--- config.mk ---
export PLATFORM = sky130hd
export DESIGN_NAME = mont_systolic_mul
export DESIGN_NICKNAME = d
export VERILOG_FILES = /design/src/rtl/mm_pkg.sv /design/src/rtl/mm_delay.sv /design/src/rtl/mm_qcell.sv /design/src/rtl/mm_cell.sv /design/src/rtl/mont_systolic_mul.sv
export SDC_FILE = /design/constraint.sdc
export NUM_CORES = 1
export LEC_CHECK = 0
export BUFFER_PORTS_ARGS = -buffer_cell sky130_fd_sc_hd__buf_2
export CORE_UTILIZATION = 65
export CTS_BUF_LIST = sky130_fd_sc_hd__clkbuf_4 sky130_fd_sc_hd__clkbuf_8
export DETAILED_ROUTE_END_ITERATION = 16
export PLACE_DENSITY = 0.82
export SKIP_CTS_REPAIR_TIMING = 1
export SLEW_MARGIN = 20
export SYNTH_ARGS = -nofsm -noshare
export SYNTH_HDL_FRONTEND = slang
export SYNTH_SLANG_ARGS = --single-unit
export TNS_END_PERCENT = 5
--- constraint.sdc ---
create_clock -name clk -period 3.7 [get_ports clk]
set_clock_uncertainty 0.2 [all_clocks]
set_input_delay 0.555 -clock clk [delete_from_list [all_inputs] [get_ports clk]]
set_output_delay 0.555 -clock clk [all_outputs]
set_load 0.01 [all_outputs]
--- src/rtl/mm_pkg.sv ---
package mm_pkg;
    localparam int DIGIT_W_DEF  = 2;
    localparam int N_DIGITS_DEF = 4;

    // carry of one cell never exceeds 2r-1
    function automatic int carry_width(input int dw);
        return dw + 1;
    endfunction

    // end-to-end latency including input skew and output alignment
    function automatic int pipe_latency(input int nd);
        return 3 * nd + 4;
    endfunction
endpackage

--- src/rtl/mm_delay.sv ---
module mm_delay #(
    parameter int W = 2,
    parameter int D = 1
) (
    input  logic         clk,
    input  logic         rst_n,
    input  logic [W-1:0] din,
    output logic [W-1:0] dout
);
    generate
        if (D == 0) begin : g_wire
            assign dout = din;
        end else begin : g_pipe
            logic [W-1:0] pipe_d [D];
            logic [W-1:0] pipe_q [D];

            always_comb begin
                pipe_d[0] = din;
                for (int k = 1; k < D; k++) begin
                    pipe_d[k] = pipe_q[k-1];
                end
            end

            always_ff @(posedge clk or negedge rst_n) begin
                if (!rst_n) begin
                    for (int k = 0; k < D; k++) pipe_q[k] <= '0;
                end else begin
                    for (int k = 0; k < D; k++) pipe_q[k] <= pipe_d[k];
                end
            end

            assign dout = pipe_q[D-1];
        end
    endgenerate
endmodule

--- src/rtl/mm_qcell.sv ---
module mm_qcell import mm_pkg::*; #(
    parameter int DW = DIGIT_W_DEF
) (
    input  logic                      clk,
    input  logic                      rst_n,
    input  logic [DW-1:0]             p_in,
    input  logic [DW-1:0]             a_in,
    input  logic [DW-1:0]             b_in,
    input  logic [DW-1:0]             m_in,
    input  logic [DW-1:0]             k_in,
    input  logic                      v_in,
    output logic [DW-1:0]             a_out,
    output logic [DW-1:0]             q_out,
    output logic [carry_width(DW)-1:0] c_out,
    output logic [DW-1:0]             b_out,
    output logic [DW-1:0]             m_out,
    output logic [DW-1:0]             k_out,
    output logic                      v_out
);
    localparam int CW = carry_width(DW);
    localparam int SW = 2 * DW + 1;

    typedef struct packed {
        logic [DW-1:0] a;
        logic [DW-1:0] q;
        logic [CW-1:0] c;
        logic [DW-1:0] b1;
        logic [DW-1:0] b2;
        logic [DW-1:0] m1;
        logic [DW-1:0] m2;
        logic [DW-1:0] k1;
        logic [DW-1:0] k2;
        logic          v1;
        logic          v2;
    } qst_t;

    qst_t          st_d, st_q;
    logic [DW-1:0] lo_d;
    logic [DW-1:0] qd_d;
    logic [SW-1:0] full_d;

    always_comb begin
        st_d   = st_q;
        lo_d   = p_in + a_in * b_in;
        qd_d   = lo_d * k_in;
        full_d = SW'(p_in) + SW'(a_in) * SW'(b_in) + SW'(qd_d) * SW'(m_in);
        st_d.a  = a_in;
        st_d.q  = qd_d;
        st_d.c  = full_d[SW-1:DW];
        st_d.b1 = b_in;
        st_d.b2 = st_q.b1;
        st_d.m1 = m_in;
        st_d.m2 = st_q.m1;
        st_d.k1 = k_in;
        st_d.k2 = st_q.k1;
        st_d.v1 = v_in;
        st_d.v2 = st_q.v1;
    end

    always_ff @(posedge clk or negedge rst_n) begin
        if (!rst_n) st_q <= '0;
        else        st_q <= st_d;
    end

    assign a_out = st_q.a;
    assign q_out = st_q.q;
    assign c_out = st_q.c;
    assign b_out = st_q.b2;
    assign m_out = st_q.m2;
    assign k_out = st_q.k2;
    assign v_out = st_q.v2;
endmodule

--- src/rtl/mm_cell.sv ---
module mm_cell import mm_pkg::*; #(
    parameter int DW = DIGIT_W_DEF
) (
    input  logic                      clk,
    input  logic                      rst_n,
    input  logic [DW-1:0]             p_in,
    input  logic [DW-1:0]             a_in,
    input  logic [DW-1:0]             q_in,
    input  logic [carry_width(DW)-1:0] c_in,
    input  logic [DW-1:0]             b_in,
    input  logic [DW-1:0]             m_in,
    input  logic                      v_in,
    output logic [DW-1:0]             p_out,
    output logic [DW-1:0]             a_out,
    output logic [DW-1:0]             q_out,
    output logic [carry_width(DW)-1:0] c_out,
    output logic [DW-1:0]             b_out,
    output logic [DW-1:0]             m_out,
    output logic                      v_out
);
    localparam int CW = carry_width(DW);
    localparam int SW = 2 * DW + 1;

    typedef struct packed {
        logic [DW-1:0] p;
        logic [DW-1:0] a;
        logic [DW-1:0] q;
        logic [CW-1:0] c;
        logic [DW-1:0] b1;
        logic [DW-1:0] b2;
        logic [DW-1:0] m1;
        logic [DW-1:0] m2;
        logic          v1;
        logic          v2;
    } cst_t;

    cst_t          st_d, st_q;
    logic [SW-1:0] sum_d;

    always_comb begin
        st_d  = st_q;
        sum_d = SW'(p_in) + SW'(a_in) * SW'(b_in) + SW'(q_in) * SW'(m_in) + SW'(c_in);
        st_d.p  = sum_d[DW-1:0];
        st_d.c  = sum_d[SW-1:DW];
        st_d.a  = a_in;
        st_d.q  = q_in;
        st_d.b1 = b_in;
        st_d.b2 = st_q.b1;
        st_d.m1 = m_in;
        st_d.m2 = st_q.m1;
        st_d.v1 = v_in;
        st_d.v2 = st_q.v1;
    end

    always_ff @(posedge clk or negedge rst_n) begin
        if (!rst_n) st_q <= '0;
        else        st_q <= st_d;
    end

    assign p_out = st_q.p;
    assign a_out = st_q.a;
    assign q_out = st_q.q;
    assign c_out = st_q.c;
    assign b_out = st_q.b2;
    assign m_out = st_q.m2;
    assign v_out = st_q.v2;
endmodule

--- src/rtl/mont_systolic_mul.sv ---
module mont_systolic_mul import mm_pkg::*; #(
    parameter int DW = DIGIT_W_DEF,
    parameter int ND = N_DIGITS_DEF
) (
    input  logic                 clk,
    input  logic                 rst_n,
    input  logic                 in_valid,
    input  logic [ND*DW-1:0]     in_a,
    input  logic [(ND+1)*DW-1:0] in_b,
    input  logic [ND*DW-1:0]     in_m,
    input  logic [DW-1:0]        in_minv,
    output logic                 out_valid,
    output logic [(ND+2)*DW-1:0] out_p
);
    localparam int NR   = ND + 1;   // reduction steps
    localparam int NC   = ND + 3;   // digit columns
    localparam int NRES = NC - 1;   // result digits
    localparam int BDIG = ND + 1;   // multiplicand digits
    localparam int CW   = carry_width(DW);

    logic [DW-1:0] p_w [0:NR][0:NC-1];
    logic [DW-1:0] b_w [0:NR][0:NC-1];
    logic [DW-1:0] m_w [0:NR][0:NC-1];
    logic          v_w [0:NR][0:NC-1];
    logic [DW-1:0] k_w [0:NR];
    logic [DW-1:0] a_w [0:NR-1][0:NC];
    logic [DW-1:0] q_w [0:NR-1][1:NC];
    logic [CW-1:0] c_w [0:NR-1][1:NC];
    logic [NR*CW-1:0] spill_flat;

    // top edge: skew B, M and valid by column index
    generate
        for (genvar j = 0; j < NC; j++) begin : g_top
            assign p_w[0][j] = '0;
            if (j < BDIG) begin : g_b
                mm_delay #(.W(DW), .D(j)) u_bskew (
                    .clk(clk), .rst_n(rst_n),
                    .din(in_b[j*DW +: DW]), .dout(b_w[0][j]));
            end else begin : g_bz
                assign b_w[0][j] = '0;
            end
            if (j < ND) begin : g_m
                mm_delay #(.W(DW), .D(j)) u_mskew (
                    .clk(clk), .rst_n(rst_n),
                    .din(in_m[j*DW +: DW]), .dout(m_w[0][j]));
            end else begin : g_mz
                assign m_w[0][j] = '0;
            end
            mm_delay #(.W(1), .D(j)) u_vskew (
                .clk(clk), .rst_n(rst_n),
                .din(in_valid), .dout(v_w[0][j]));
        end

        // right edge: multiplier digit i enters 2i cycles late, top digit padded with zero
        for (genvar i = 0; i < NR; i++) begin : g_aedge
            if (i < ND) begin : g_a
                mm_delay #(.W(DW), .D(2*i)) u_askew (
                    .clk(clk), .rst_n(rst_n),
                    .din(in_a[i*DW +: DW]), .dout(a_w[i][0]));
            end else begin : g_az
                assign a_w[i][0] = '0;
            end
        end

        for (genvar i = 1; i <= NR; i++) begin : g_pz
            assign p_w[i][NC-1] = '0;
        end
    endgenerate

    assign k_w[0] = in_minv;

    // the grid
    generate
        for (genvar i = 0; i < NR; i++) begin : g_row
            for (genvar j = 0; j < NC; j++) begin : g_col
                if (j == 0) begin : g_q
                    mm_qcell #(.DW(DW)) u_qcell (
                        .clk(clk), .rst_n(rst_n),
                        .p_in(p_w[i][0]), .a_in(a_w[i][0]),
                        .b_in(b_w[i][0]), .m_in(m_w[i][0]),
                        .k_in(k_w[i]), .v_in(v_w[i][0]),
                        .a_out(a_w[i][1]), .q_out(q_w[i][1]), .c_out(c_w[i][1]),
                        .b_out(b_w[i+1][0]), .m_out(m_w[i+1][0]),
                        .k_out(k_w[i+1]), .v_out(v_w[i+1][0]));
                end else begin : g_g
                    mm_cell #(.DW(DW)) u_cell (
                        .clk(clk), .rst_n(rst_n),
                        .p_in(p_w[i][j]), .a_in(a_w[i][j]),
                        .q_in(q_w[i][j]), .c_in(c_w[i][j]),
                        .b_in(b_w[i][j]), .m_in(m_w[i][j]), .v_in(v_w[i][j]),
                        .p_out(p_w[i+1][j-1]), .a_out(a_w[i][j+1]),
                        .q_out(q_w[i][j+1]), .c_out(c_w[i][j+1]),
                        .b_out(b_w[i+1][j]), .m_out(m_w[i+1][j]), .v_out(v_w[i+1][j]));
                end
            end
            assign spill_flat[i*CW +: CW] = c_w[i][NC];
        end

        // bottom edge: realign result digits into one word
        for (genvar k = 0; k < NRES; k++) begin : g_out
            mm_delay #(.W(DW), .D(ND + 2 - k)) u_deskew (
                .clk(clk), .rst_n(rst_n),
                .din(p_w[NR][k]), .dout(out_p[k*DW +: DW]));
        end
    endgenerate

    assign out_valid = v_w[NR][NC-1];
endmodule

==> results by group <==
Run status
  • Status: finished clean

STA
  • Relative slew slack: 56.6%
  • Peak Freq: 299 MHz
  • Max-slew violations: 0
  • Crit path time final: 3350 ps
  • Fin. Hold Viols: 0
  • Final period util: 90.5%
  • Hold slack: 134 ps
  • Tightest Pin Transition: 651 ps
  • RSZ-0062 raised after global routing: no
  • Setup TNS: 0 ps
  • Setup-failing EPs final: 0

Route
  • DR iter-0 viols: 323
  • Wirelength, routed: 27800 µm
  • Routed WL per cell: 13.9 µm
  • Drt pass-1 iters: 4
  • Final ANT Viol Nets: 0
  • DR DRC count: 0
  • Via/cell ratio: 4.88
  • Vias: 9786

Global route
  • Initial antenna violation count: 0
  • Total GRT Usage: 20.2%
  • Largest net degree at the start of global routing: 116
  • GR Overflow Total: 0
  • First-pass GRT wire length: 48900 µm
  • Vias in the first global route: 11100

Critical path
  • Crit-path max cell delay: 540 ps
  • CP arrival: 3660 ps
  • Top delay family on crit path: adder cells
  • CP cell instances: and2_1 > ha_1 > xor3_1 > nand2_1 > xor2_2 > nand2_1 > fa_1 > inv_1 > ha_1 > o21ai_0 > nor2_1 > nor2_1 > xor2_1
  • Critical path buffers and inverters: 1
  • Startpoint types: register
  • CP endpoint kind: register
  • Setup Crit Path Kind: register to register
  • R2R Setup Slk: 350 ps
  • CP required: 4010 ps
  • Crit-path max FO: 4
  • Slowest cell on the critical path: fa_1

CTS
  • TritonCTS clock tree: built
  • Clk pin slew, worst setup/hold paths: 60 ps
  • Cts bufs inserted: 72
  • Clock Sinks: 454
  • Root Driver: clkbuf_8
  • Clk_lat worst skew: 600 ps
  • H-tree depth: 3
  • Clock Tree Buf Depth: 3

Floorplanning
  • Initial Util: 66.6%
  • Die ar.: 30400 µm²
  • Ports: 44
  • Core Region: 28900 µm²
  • Die Wd: 174 µm
  • Die height: 174 µm
  • Num rows: 62

Pwr
  • Power Density: 717 nW/µm²
  • VDD IR-drop max: 0.000430 V
  • P_leak: 11.8 nW

Final layout
  • Layout cells sized above 1: 11.0%
  • Fin nets: 1902
  • Area grow syn2layout: 13.6%
  • N_diodes: 0

Synth
  • Post-synth top area share: 58.9%
  • Mapped Area: 19300 µm²
  • Top post-synthesis cells by count: dfrtp_1 (454), inv_1 (329), ha_1 (184), fa_1 (121), nand2_1 (112)
  • Count leader, synth: dfrtp_1
  • Yosys cell types: 28
  • Post-synth EDFFs: 0
  • Synth warn: 0
  • Prevailing post-synth register cell: dfrtp_1
  • Cell types occupying the most area after synthesis: dfrtp_1 (59%), fa_1 (13%), ha_1 (12%)
  • Syn avg cell area: 13.6 µm²
  • Syn_nets: 1752
  • Async set-reset flop share out of synthesis: 100%
  • Syn Inst Count: 1416
  • Yosys top cell by area: dfrtp_1
  • Post-synthesis sequential area ratio: 58.9%
  • Post-synthesis register bit count: 454

Placed design
  • RePlAce Congestion: 0.827
  • Detailed-placement wirelength estimate: 19400 µm
  • Port bufs: 42

Min path
  • Hold Path Class: register to register

Flow run
  • MaxCap Viol Count: 0
cell usage in the layout (no fill, tap or decap):
master	netlist	layout
o22ai_1	2	2
nor2b_1	6	6
ha_1	184	184
o21ai_0	5	5
a211oi_1	4	4
buf_2	0	41
fa_1	121	121
a21oi_1	33	33
nor2_1	6	6
nand3b_1	1	1
nand3_1	1	1
nand2_1	112	112
inv_8	0	2
a21boi_2	1	1
a21o_1	25	25
buf_12	0	4
a221o_1	1	1
xor2_2	2	2
inv_1	329	329
clkbuf_4	0	22
xor2_1	18	18
buf_4	1	1
conb_1	1	1
xnor2_1	33	33
o21bai_1	7	7
nand2_2	1	1
and2_1	61	61
clkinvlp_4	0	2
clkinv_2	0	7
and3_1	2	2
inv_6	0	1
xor3_1	3	3
nand2b_1	1	1
clkbuf_8	0	92
and4_1	1	1
dfrtp_1	454	454
buf_8	0	1
dlygate4sd3_1	0	30
clkinv_8	0	2
worst reg2reg max path: cells and delay by family (launching register included):
family	cells	cell delay (ps)
compound gates	1	70
xor+xnor	3	790
fa+ha+maj	3	1110
buf+inv	1	40
flops	1	390
simple gates	5	670
registers in the layout, summed over array words and instances (netlist names), 8 cells and up:
signal / cells
g_row.g_col.g_g.u_cell.b_out: 24
g_out.u_deskew.g_pipe.pipe_d: 30
g_row.g_col.g_g.u_cell.m_out: 24
g_out.u_deskew.dout: 11
g_row.g_col.g_g.u_cell.c_out: 67
g_top.g_b.u_bskew.dout: 8
g_row.g_col.g_q.u_qcell.st_d: 22
g_row.g_col.g_q.u_qcell.a_out: 8
g_row.g_col.g_q.u_qcell.c_out: 14
g_row.g_col.g_g.u_cell.a_out: 24
g_row.g_col.g_g.u_cell.p_out: 58
g_row.g_col.g_g.u_cell.st_d: 53
g_aedge.g_a.u_askew.g_pipe.pipe_d: 18
g_top.g_b.u_bskew.g_pipe.pipe_d: 12
g_row.g_col.g_g.u_cell.q_out: 20
g_row.g_col.g_q.u_qcell.q_out: 10
g_row.g_col.g_q.u_qcell.k_out: 8
g_row.g_col.g_q.u_qcell.m_out: 8
routing by layer:
metal  track usage, %  up-vias  share of wire [%]
met4             9.50        0                3.6
met1             21.8     4980                 37
met5                0        -                  0
met2             38.0      177                 56
li1                 -     4538                  -
met3             3.89       91                3.1
layout make-up:
type | instances | area [µm²]
Multi-Input combinational cell | 632 | 6680
Clock inverter | 14 | 114
Clock buffer | 114 | 1430
Fill cell | 1683 | 7020
Tap cell | 384 | 480
Timing Repair Buffer | 77 | 608
Sequential cell | 454 | 11400
Inverter | 329 | 1230
cells by family (layout without fill, tap and decap cells):
kind of cell / after synthesis / after routing / synth area share [%]
flip-flops: 454 / 454 / 58.9
buffers and inverters: 330 / 534 / 6.44
adder cells (fa/ha/maj): 305 / 305 / 24.5
AND/OR/NAND/NOR: 192 / 192 / 4.71
AO/OA/AOI/OAI: 78 / 78 / 2.56
XOR/XNOR: 56 / 56 / 2.85
other: 1 / 1 / 0.0194
metrics by stage:
step	worst slack, ps	total power, mW	area (µm²)	std cells	utilization (%)
after detailed placement	444	11.4	20100	1846	69.3
after CTS	330	16.0	21600	1974	74.7
after global placement	542	11.0	20100	1846	69.3
after floorplan	621	10.0	19300	1416	-
final	350	15.7	21900	2004	75.7
after global routing	107	17.0	21900	2004	75.7
report_power, final:
part | leakage, nW | internal (mW) | switching, mW
Combinational | 5.50 | 2.21 | 2.69
Clock | 0.821 | 2.48 | 1.89
Sequential | 5.50 | 6.00 | 0.443
Total | 11.8 | 10.7 | 5.02
path summary, 6_finish.rpt:
path,start,to,cells past startpoint
setup / recovery,g_row[0].g_col[0].g_q.u_qcell.b_out[1],g_row[1].g_col[0].g_q.u_qcell.c_out[1],13
hold / removal,g_row[2].g_col[5].g_g.u_cell.c_out[1],g_row[2].g_col[6].g_g.u_cell.p_out[1],0
setup reg to reg,g_row[0].g_col[0].g_q.u_qcell.b_out[1],g_row[1].g_col[0].g_q.u_qcell.c_out[1],13
hold reg to reg,g_row[2].g_col[5].g_g.u_cell.c_out[1],g_row[2].g_col[6].g_g.u_cell.p_out[1],0
max in group asynchronous,rst_n,g_top[3].g_m.u_mskew.g_pipe.pipe_d[1],3
min in group asynchronous,rst_n,g_row[4].g_col[6].g_g.u_cell.v_out,2
No activity file was read; power rests on OpenSTA's default activity.
